--- src/rtl/hs_timing_pkg.sv ---
package hs_timing_pkg;

  localparam int PREP_W  = 7;
  localparam int ZERO_W  = 6;
  localparam int TRAIL_W = 7;
  localparam int EXIT_W  = 5;
  localparam int CLKM_W  = 4;
  localparam int LPX_W   = 6;
  localparam int TA_W    = 6;

  localparam int NUM_BANDS = 11;
  localparam int NUM_STEPS = 10;

  typedef enum logic [1:0] {
    S_IDLE,
    S_ISSUE,
    S_WAIT,
    S_DONE
  } calc_state_e;

  // Order of the divider jobs; later jobs consume results of earlier ones.
  typedef enum logic [3:0] {
    J_ESCDIV,
    J_UI,
    J_ESCCLK,
    J_EXIT,
    J_PRE,
    J_POST,
    J_LPX,
    J_TAGO,
    J_TASURE,
    J_TAWAIT
  } job_e;

  typedef struct packed {
    logic [PREP_W-1:0]  prep;
    logic [ZERO_W-1:0]  zero_clk;
    logic [ZERO_W-1:0]  zero_dat;
    logic [TRAIL_W-1:0] trail;
  } band_entry_t;

  function automatic int unsigned band_limit(input int idx);
    case (idx)
      0:       return 110;
      1:       return 150;
      2:       return 200;
      3:       return 250;
      4:       return 300;
      5:       return 400;
      6:       return 500;
      7:       return 600;
      8:       return 700;
      9:       return 800;
      default: return 1000;
    endcase
  endfunction

  function automatic band_entry_t band_values(input int idx);
    band_entry_t e;
    case (idx)
      0:       e = '{7'h20, 6'h16, 6'h02, 7'h22};
      1:       e = '{7'h06, 6'h16, 6'h03, 7'h45};
      2:       e = '{7'h18, 6'h17, 6'h04, 7'h0b};
      3:       e = '{7'h05, 6'h17, 6'h05, 7'h16};
      4:       e = '{7'h51, 6'h18, 6'h06, 7'h2c};
      5:       e = '{7'h64, 6'h19, 6'h07, 7'h33};
      6:       e = '{7'h20, 6'h1b, 6'h07, 7'h4e};
      7:       e = '{7'h6a, 6'h1d, 6'h08, 7'h3a};
      8:       e = '{7'h3e, 6'h1e, 6'h08, 7'h6a};
      9:       e = '{7'h21, 6'h1f, 6'h09, 7'h29};
      default: e = '{7'h09, 6'h20, 6'h09, 7'h27};
    endcase
    return e;
  endfunction

endpackage

--- src/rtl/hs_band_lut.sv ---
module hs_band_lut
  import hs_timing_pkg::*;
#(
  parameter int RATE_W = 11
) (
  input  logic [RATE_W-1:0] rate_i,
  output band_entry_t       entry_o
);

  logic [NUM_BANDS-1:0] fits;

  // One comparator per band limit.
  for (genvar g = 0; g < NUM_BANDS; g++) begin : g_limit
    assign fits[g] = (32'(rate_i) <= band_limit(g));
  end

  // Lowest fitting band wins; with no fit the top band is used (clamp).
  always_comb begin
    int pick;
    pick = NUM_BANDS - 1;
    for (int i = NUM_BANDS - 1; i >= 0; i--) begin
      if (fits[i]) pick = i;
    end
    entry_o = band_values(pick);
  end

endmodule

--- src/rtl/hs_serial_div.sv ---
module hs_serial_div #(
  parameter int W = 40
) (
  input  logic         clk,
  input  logic         rst_n,
  input  logic         go_i,
  input  logic [W-1:0] num_i,
  input  logic [W-1:0] den_i,
  output logic         fin_o,
  output logic [W-1:0] quo_o
);

  localparam int CW = $clog2(W + 1);

  logic         busy_q, busy_d;
  logic         fin_q, fin_d;
  logic [CW-1:0] cnt_q, cnt_d;
  logic [W:0]   rem_q, rem_d;
  logic [W-1:0] quo_q, quo_d;
  logic [W-1:0] den_q, den_d;
  logic [W:0]   rem_sh;
  logic         take;

  always_comb begin
    rem_sh = {rem_q[W-1:0], quo_q[W-1]};
    take   = (rem_sh >= {1'b0, den_q});
    busy_d = busy_q;
    fin_d  = 1'b0;
    cnt_d  = cnt_q;
    rem_d  = rem_q;
    quo_d  = quo_q;
    den_d  = den_q;
    if (go_i) begin
      busy_d = 1'b1;
      cnt_d  = '0;
      rem_d  = '0;
      quo_d  = num_i;
      den_d  = den_i;
    end else if (busy_q) begin
      rem_d = take ? (rem_sh - {1'b0, den_q}) : rem_sh;
      quo_d = {quo_q[W-2:0], take};
      cnt_d = cnt_q + CW'(1);
      if (cnt_q == CW'(W - 1)) begin
        busy_d = 1'b0;
        fin_d  = 1'b1;
      end
    end
  end

  always_ff @(posedge clk or negedge rst_n) begin
    if (!rst_n) begin
      busy_q <= 1'b0;
      fin_q  <= 1'b0;
      cnt_q  <= '0;
      rem_q  <= '0;
      quo_q  <= '0;
      den_q  <= '0;
    end else begin
      busy_q <= busy_d;
      fin_q  <= fin_d;
      cnt_q  <= cnt_d;
      rem_q  <= rem_d;
      quo_q  <= quo_d;
      den_q  <= den_d;
    end
  end

  assign fin_o = fin_q;
  assign quo_o = quo_q;

  // Every rounded-up conversion relies on a proper remainder at the end.
  assert_rem_below_den_R4: assert property (@(posedge clk) disable iff (!rst_n)
    fin_q |-> (rem_q < {1'b0, den_q}));

endmodule

--- src/rtl/hs_job_operands.sv ---
module hs_job_operands
  import hs_timing_pkg::*;
#(
  parameter int RATE_W = 11,
  parameter int W      = 40
) (
  input  job_e              job_i,
  input  logic [RATE_W-1:0] rate_i,
  input  logic [W-1:0]      escdiv_i,
  input  logic [W-1:0]      ui_i,
  input  logic [W-1:0]      esc_i,
  output logic [W-1:0]      num_o,
  output logic [W-1:0]      den_o
);

  localparam logic [W-1:0] BYTE_NS = W'(8000);
  localparam logic [W-1:0] GIGA    = W'(1000000000);

  logic [W-1:0] r;

  assign r = W'(rate_i);

  // Rate in Mbps: byte clock in Hz is r*125000; cycles for t ns = t*r/8000.
  always_comb begin
    num_o = '0;
    den_o = W'(1);
    case (job_i)
      J_ESCDIV: begin num_o = r + W'(159);                 den_o = W'(160);       end
      J_UI:     begin num_o = r + W'(2000);                den_o = r + r;         end
      J_ESCCLK: begin num_o = r * W'(125000);              den_o = escdiv_i;      end
      J_EXIT:   begin num_o = r * W'(120) + BYTE_NS - W'(1); den_o = BYTE_NS;     end
      J_PRE:    begin num_o = ui_i * r + W'(999);          den_o = W'(1000);      end
      J_POST:   begin num_o = (W'(70) + W'(52) * ui_i) * r + BYTE_NS - W'(1);
                      den_o = BYTE_NS; end
      J_LPX:    begin num_o = r * W'(60) + BYTE_NS - W'(1);  den_o = BYTE_NS;     end
      J_TAGO:   begin num_o = esc_i * W'(240) + GIGA - W'(1); den_o = GIGA;       end
      J_TASURE: begin num_o = esc_i * W'(120) + GIGA - W'(1); den_o = GIGA;       end
      J_TAWAIT: begin num_o = esc_i * W'(300) + GIGA - W'(1); den_o = GIGA;       end
      default:  begin num_o = '0;                          den_o = W'(1);         end
    endcase
  end

endmodule

--- src/rtl/hs_lane_timing_calc.sv ---
module hs_lane_timing_calc
  import hs_timing_pkg::*;
#(
  parameter int RATE_W = 11,
  parameter int DIV_W  = 40
) (
  input  logic                clk,
  input  logic                rst_n,
  input  logic                start_i,
  input  logic                lane_clk_i,
  input  logic [RATE_W-1:0]   rate_mbps_i,
  output logic                done_o,
  output logic [PREP_W-1:0]   hs_prepare_o,
  output logic [ZERO_W-1:0]   hs_zero_o,
  output logic [TRAIL_W-1:0]  hs_trail_o,
  output logic [EXIT_W-1:0]   hs_exit_o,
  output logic [CLKM_W-1:0]   clk_post_o,
  output logic [CLKM_W-1:0]   clk_pre_o,
  output logic [LPX_W-1:0]    lpx_o,
  output logic [TA_W-1:0]     ta_go_o,
  output logic [TA_W-1:0]     ta_sure_o,
  output logic [TA_W-1:0]     ta_wait_o,
  output logic [1:0]          wake_hi_o,
  output logic [7:0]          wake_lo_o
);

  localparam job_e LAST_JOB = job_e'(NUM_STEPS - 1);

  calc_state_e st_q, st_d;
  job_e        job_q, job_d;
  logic [RATE_W-1:0] rate_q, rate_d;
  logic        lane_q, lane_d;
  logic [DIV_W-1:0] escdiv_q, escdiv_d, ui_q, ui_d, esc_q, esc_d;
  logic        done_q, done_d;

  logic [PREP_W-1:0]  prep_q, prep_d;
  logic [ZERO_W-1:0]  zero_q, zero_d;
  logic [TRAIL_W-1:0] trail_q, trail_d;
  logic [EXIT_W-1:0]  exit_q, exit_d;
  logic [CLKM_W-1:0]  post_q, post_d, pre_q, pre_d;
  logic [LPX_W-1:0]   lpx_q, lpx_d;
  logic [TA_W-1:0]    tago_q, tago_d, tasure_q, tasure_d, tawait_q, tawait_d;

  logic             div_go, div_fin;
  logic [DIV_W-1:0] div_num, div_den, div_quo;
  band_entry_t      band;

  hs_band_lut #(.RATE_W(RATE_W)) u_band (
    .rate_i  (rate_q),
    .entry_o (band)
  );

  hs_job_operands #(.RATE_W(RATE_W), .W(DIV_W)) u_ops (
    .job_i    (job_q),
    .rate_i   (rate_q),
    .escdiv_i (escdiv_q),
    .ui_i     (ui_q),
    .esc_i    (esc_q),
    .num_o    (div_num),
    .den_o    (div_den)
  );

  hs_serial_div #(.W(DIV_W)) u_div (
    .clk   (clk),
    .rst_n (rst_n),
    .go_i  (div_go),
    .num_i (div_num),
    .den_i (div_den),
    .fin_o (div_fin),
    .quo_o (div_quo)
  );

  always_comb begin
    st_d     = st_q;
    job_d    = job_q;
    rate_d   = rate_q;
    lane_d   = lane_q;
    escdiv_d = escdiv_q;
    ui_d     = ui_q;
    esc_d    = esc_q;
    prep_d   = prep_q;
    zero_d   = zero_q;
    trail_d  = trail_q;
    exit_d   = exit_q;
    post_d   = post_q;
    pre_d    = pre_q;
    lpx_d    = lpx_q;
    tago_d   = tago_q;
    tasure_d = tasure_q;
    tawait_d = tawait_q;
    div_go   = 1'b0;
    done_d   = (st_q == S_DONE);
    case (st_q)
      S_IDLE: begin
        if (start_i) begin
          rate_d = (rate_mbps_i == '0) ? RATE_W'(1) : rate_mbps_i;
          lane_d = lane_clk_i;
          job_d  = J_ESCDIV;
          st_d   = S_ISSUE;
        end
      end
      S_ISSUE: begin
        div_go = 1'b1;
        st_d   = S_WAIT;
      end
      S_WAIT: begin
        if (div_fin) begin
          case (job_q)
            J_ESCDIV: escdiv_d = div_quo;
            J_UI:     ui_d     = div_quo;
            J_ESCCLK: esc_d    = div_quo;
            J_EXIT:   exit_d   = div_quo[EXIT_W-1:0];
            J_PRE:    pre_d    = lane_q ? div_quo[CLKM_W-1:0] : '0;
            J_POST:   post_d   = lane_q ? div_quo[CLKM_W-1:0] : '0;
            J_LPX:    lpx_d    = (div_quo >= DIV_W'(2)) ? (div_quo[LPX_W-1:0] - LPX_W'(2))
                                                        : div_quo[LPX_W-1:0];
            J_TAGO:   tago_d   = div_quo[TA_W-1:0];
            J_TASURE: tasure_d = div_quo[TA_W-1:0];
            J_TAWAIT: begin
              tawait_d = div_quo[TA_W-1:0];
              prep_d   = band.prep;
              zero_d   = lane_q ? band.zero_clk : band.zero_dat;
              trail_d  = band.trail;
            end
            default: ;
          endcase
          if (job_q == LAST_JOB) begin
            st_d = S_DONE;
          end else begin
            job_d = job_e'(job_q + 4'd1);
            st_d  = S_ISSUE;
          end
        end
      end
      S_DONE:  st_d = S_IDLE;
      default: st_d = S_IDLE;
    endcase
  end

  always_ff @(posedge clk or negedge rst_n) begin
    if (!rst_n) begin
      st_q     <= S_IDLE;
      job_q    <= J_ESCDIV;
      rate_q   <= '0;
      lane_q   <= 1'b0;
      escdiv_q <= '0;
      ui_q     <= '0;
      esc_q    <= '0;
      done_q   <= 1'b0;
      prep_q   <= '0;
      zero_q   <= '0;
      trail_q  <= '0;
      exit_q   <= '0;
      post_q   <= '0;
      pre_q    <= '0;
      lpx_q    <= '0;
      tago_q   <= '0;
      tasure_q <= '0;
      tawait_q <= '0;
    end else begin
      st_q     <= st_d;
      job_q    <= job_d;
      rate_q   <= rate_d;
      lane_q   <= lane_d;
      escdiv_q <= escdiv_d;
      ui_q     <= ui_d;
      esc_q    <= esc_d;
      done_q   <= done_d;
      prep_q   <= prep_d;
      zero_q   <= zero_d;
      trail_q  <= trail_d;
      exit_q   <= exit_d;
      post_q   <= post_d;
      pre_q    <= pre_d;
      lpx_q    <= lpx_d;
      tago_q   <= tago_d;
      tasure_q <= tasure_d;
      tawait_q <= tawait_d;
    end
  end

  assign done_o       = done_q;
  assign hs_prepare_o = prep_q;
  assign hs_zero_o    = zero_q;
  assign hs_trail_o   = trail_q;
  assign hs_exit_o    = exit_q;
  assign clk_post_o   = post_q;
  assign clk_pre_o    = pre_q;
  assign lpx_o        = lpx_q;
  assign ta_go_o      = tago_q;
  assign ta_sure_o    = tasure_q;
  assign ta_wait_o    = tawait_q;
  assign wake_hi_o    = 2'd3;
  assign wake_lo_o    = 8'hFF;

  assert_done_single_R8: assert property (@(posedge clk) disable iff (!rst_n)
    done_o |=> !done_o);

  assert_busy_start_ignored_R9: assert property (@(posedge clk) disable iff (!rst_n)
    (st_q != S_IDLE) && start_i |=> $stable(rate_q) && $stable(lane_q));

  assert_idle_hold_R9: assert property (@(posedge clk) disable iff (!rst_n)
    (st_q == S_IDLE) |=> $stable({prep_q, zero_q, trail_q, exit_q, post_q, pre_q,
                                  lpx_q, tago_q, tasure_q, tawait_q}));

  assert_data_lane_clk_fields_R5: assert property (@(posedge clk) disable iff (!rst_n)
    done_o && !lane_q |-> (clk_post_o == '0) && (clk_pre_o == '0));

  assert_rate_nonzero_R2: assert property (@(posedge clk) disable iff (!rst_n)
    (st_q == S_ISSUE) |-> (rate_q != '0));

endmodule

--- config.mk ---
export PLATFORM = sky130hd
export DESIGN_NAME = hs_lane_timing_calc
export DESIGN_NICKNAME = d
export VERILOG_FILES = /design/src/rtl/hs_timing_pkg.sv /design/src/rtl/hs_band_lut.sv /design/src/rtl/hs_serial_div.sv /design/src/rtl/hs_job_operands.sv /design/src/rtl/hs_lane_timing_calc.sv
export SDC_FILE = /design/constraint.sdc
export NUM_CORES = 2
export LEC_CHECK = 0
export BUFFER_PORTS_ARGS = -buffer_cell sky130_fd_sc_hd__buf_2
export CORE_MARGIN = 2
export CORE_UTILIZATION = 35
export DETAILED_ROUTE_END_ITERATION = 16
export HOLD_SLACK_MARGIN = 0.02
export PLACE_DENSITY_LB_ADDON = 0.15
export SLEW_MARGIN = 15
export SYNTH_ARGS = -nofsm -noshare
export SYNTH_HDL_FRONTEND = slang
export SYNTH_SLANG_ARGS = --single-unit
--- constraint.sdc ---
create_clock -name clk -period 20.9 [get_ports clk]
set_input_delay 2.09 -clock clk [delete_from_list [all_inputs] [get_ports clk]]
set_output_delay 2.09 -clock clk [all_outputs]
set_load 0.02 [all_outputs]
==> impl_metrics.toml <==
[pwr]
irDropWorstVdd_uv = 75.8
power_w = 0.00310
power.density_nw_per_um2 = 49.5
clockPowerShare_pct = 24.7
p_leak_nw = 30.8
combPwrFrac_pct = 50.2
swShare_pct = 43.8
p_int_w = 0.00174
p_sw_w = 0.00136
p_seq_share_pct = 25.1

[clock_network]
cts_buffers = 40
clkLatencyLatePin_ps = 610
root_buffer = "clkbuf_16"
clk_pin_slew_ps = 60
cts_setup_buffers = 0
cts_hold_buf = 0
clock-sinks = 322
cts_resized = 0
cts_tree = "yes"
max-clock-path-buffers = 3
h-tree-depth = 2

[cells_and_area]
utilization_pct = 37.9
num-fill-cells = 16900
syn_to_final_growth_pct = 7.26
final_area_um2 = 62700
final_nets = 8077
final_layout_size_suffix_gt1_share_pct = 6.07

[synth]
async_reset_ff_share_pct = 100
yosys_warnings = 0
synthFlopType = "dfrtp_1"
synth_edf_count = 0
seq_area_frac_synth_pct = 13.8
synth_fa_ha_area_share_pct = 39.2
synth_area_per_cell_um2 = 8.62
synth_xor_area_share_pct = 6.08
syn_inst = 6776
ys_types = 98
netlist_area_um2 = 58400
synth_top_family_by_area = "adder cells"
synth_mux_area_share_pct = 3.05
synth-simple-area-share_pct = 14.5
synth_compound_area_share_pct = 14.3
ys_ff_latch = 322

[critical_path]
arrival_ps = 12590
cp_slowest_cell = "a2111oi_1"
crit_top_cell = "fa_1"
reg2reg_depth = 39
crit_path_end_kind = "flip-flop"
start_kind = "flip-flop"
path_class = "reg2reg"
critPathMaxStageDelay_ps = 960
path_max_fanout = 16
worst_ep_required_time_ps = 21390

[sta]
slew_headroom_pct = 20.7
setup_violations = 0
worst_pin_slew_ps = 1180
period_needed_ps = 12100
finalSetupTns_ps = 0
hold_violations = 0
slew_violations = 0
clock_skew_ps = 26.6
rsz0062_at_grt = "no"
setup_slack_ps = 8800
max_freq_mhz = 82.7
fin_crit_sh_pct = 57.9

[drt]
routed-via-count = 47500
first_pass_iters = 5
routed_via_density = 5.32
wl_per_cell_um = 22.0
ant_nets = 0
drcViolationCount = 0
drt-total-wl_um = 196000
drt_iter0_markers = 3644

[global_routing]
gr-total-overflow = 0
grt_antenna_before_repair = 7
grt_use_total_pct = 23.2
grt_max_degree = 99
grt_pass1_wl_um = 304000
grt_pass1_vias = 48500

[place]
hpwl_um = 155000
place.gp.congestion = 0.924
place_ws_ps = 8930
numPortBuffers = 72
dpl-instance-area_um2 = 61200

[floorplanning]
dieArea_um2 = 170000
die_y_um = 413
core_area_um2 = 165000
fp.dieW_um = 413
start_util_pct = 35.3
num_rows = 149
ios = 83

[flow_run]
drv_cap = 0

[hold_path]
hp-class = "reg2reg"
worstHoldPathCells = 2

[status]
outcome = "finished clean"
layout make-up:
class	instances	area (um2)	share of cell area, %
Multi-Input combinational cell	5063	45200	72.1
Sequential cell	322	8090	12.9
Inverter	1121	4210	6.71
Tap cell	2189	2740	4.37
Clock buffer	55	1100	1.75
Timing Repair Buffer	162	1050	1.67
Clock inverter	19	319	0.509
Antenna cell	5	12.5	0.0200
cells in the mapped netlist, types with 27 or more instances:
master,instances,area share (%)
a21o_1,110,1.4
nor3_1,64,0.55
ha_1,557,12
nor2_1,397,2.6
o21ai_0,333,2.9
mux2i_1,62,1.1
nand4_1,42,0.45
and2_1,183,2.0
fa_1,795,27
a31oi_1,39,0.42
nand2b_1,55,0.59
o211ai_1,27,0.35
nor2b_1,59,0.63
xor2_1,144,2.2
o21bai_1,31,0.40
a221oi_1,28,0.42
nand3_1,92,0.79
o22ai_1,75,0.80
buf_1,30,0.19
mux2_2,103,2.0
clkbuf_1,227,1.5
a211oi_1,57,0.73
a21oi_1,328,2.8
and3_1,35,0.37
dfrtp_1,322,14
nand2_1,769,4.9
inv_1,1114,7.2
xnor2_1,250,3.7
o21a_1,40,0.51
nor4_1,33,0.35
state kept, by name (all words and copies together), names as in the netlist, 2 cells and up:
signal	count
escdiv_q	40
u_div.den_q	40
u_div.quo_o	40
u_div.rem_q	40
ui_q	40
esc_q	38
rate_q	11
hs_prepare_o	7
hs_trail_o	7
hs_zero_o	6
lpx_o	6
ta_go_o	6
ta_sure_o	6
ta_wait_o	6
u_div.cnt_q	6
hs_exit_o	5
clk_post_o	4
clk_pre_o	4
job_q	4
st_q	2
metrics by stage:
stage | hold WS (ps) | std cells
CTS | 478 | 8931
global route | 503 | 8931
detailed placement | 466 | 8857
floorplan | 465 | 6785
global placement | 457 | 8857
finish | 470 | 8936
power groups by stage:
| stage | combinational, W | clock (W) | sequential, W |
|---|---|---|---|
| floorplan | 0.00109 | 0 | 0.000747 |
| global placement | 0.00154 | 0 | 0.000789 |
| detailed placement | 0.00154 | 0 | 0.000787 |
| CTS | 0.00155 | 0.000793 | 0.000777 |
| global route | 0.00173 | 0.000816 | 0.000786 |
| finish | 0.00156 | 0.000767 | 0.000779 |
worst max-delay path, delay by kind of cell, from the launching register on:
kind | cells | cell delay, ps
flops | 1 | 570
simple gates | 5 | 1070
compound gates | 17 | 4920
buf+inv | 4 | 390
fa+ha+maj | 10 | 4500
xor+xnor | 3 | 510
final timing paths:
kind                                    from         endpoint  slack (ps)
max in group asynchronous              rst_n        esc_q[37]       16470
worst min-delay path            hs_zero_o[4]     hs_zero_o[4]         470
worst max register to register       ui_q[1]  u_div.quo_o[39]        8800
min in group asynchronous              rst_n           lane_q        1550
worst max-delay path                 ui_q[1]  u_div.quo_o[39]        8800
worst min register to register  hs_zero_o[4]     hs_zero_o[4]         470
metal layers:
metal	GRT usage [%]	part of all wire, %
met5	0	0.017
met4	5.30	2.5
met3	2.53	4.7
met2	38.3	47
met1	32.7	46
cell usage in the layout (no fill, tap or decap), types with 15 or more instances in the layout:
| cell | instances |
|---|---|
| inv_1 | 1114 |
| fa_1 | 795 |
| nand2_1 | 769 |
| ha_1 | 557 |
| nor2_1 | 393 |
| o21ai_0 | 333 |
| a21oi_1 | 328 |
| dfrtp_1 | 310 |
| xnor2_1 | 248 |
| and2_1 | 181 |
| xor2_1 | 144 |
| a21o_1 | 110 |
| mux2_2 | 103 |
| nand3_1 | 92 |
| buf_4 | 90 |
| o22ai_1 | 75 |
| buf_2 | 71 |
| nor3_1 | 64 |
| mux2i_1 | 62 |
| nor2b_1 | 58 |
| a211oi_1 | 57 |
| nand2b_1 | 54 |
| nand4_1 | 42 |
| o21a_1 | 40 |
| clkbuf_16 | 40 |
| a31oi_1 | 39 |
| and3_1 | 35 |
| nor4_1 | 33 |
| o21bai_1 | 31 |
| a221oi_1 | 28 |
| o211ai_1 | 27 |
| o31ai_1 | 24 |
| a21boi_0 | 24 |
| or3_1 | 23 |
| o221ai_1 | 20 |
| or2_2 | 18 |
| a211o_1 | 15 |
cell families after synthesis:
family          after synthesis
buf+inv                    1400
simple gates               1833
compound gates             1304
other cells                   1
flops                       322
xor+xnor                    399
mux                         165
fa+ha+maj                  1352
Note: power is estimated with default switching activity, not from simulation.
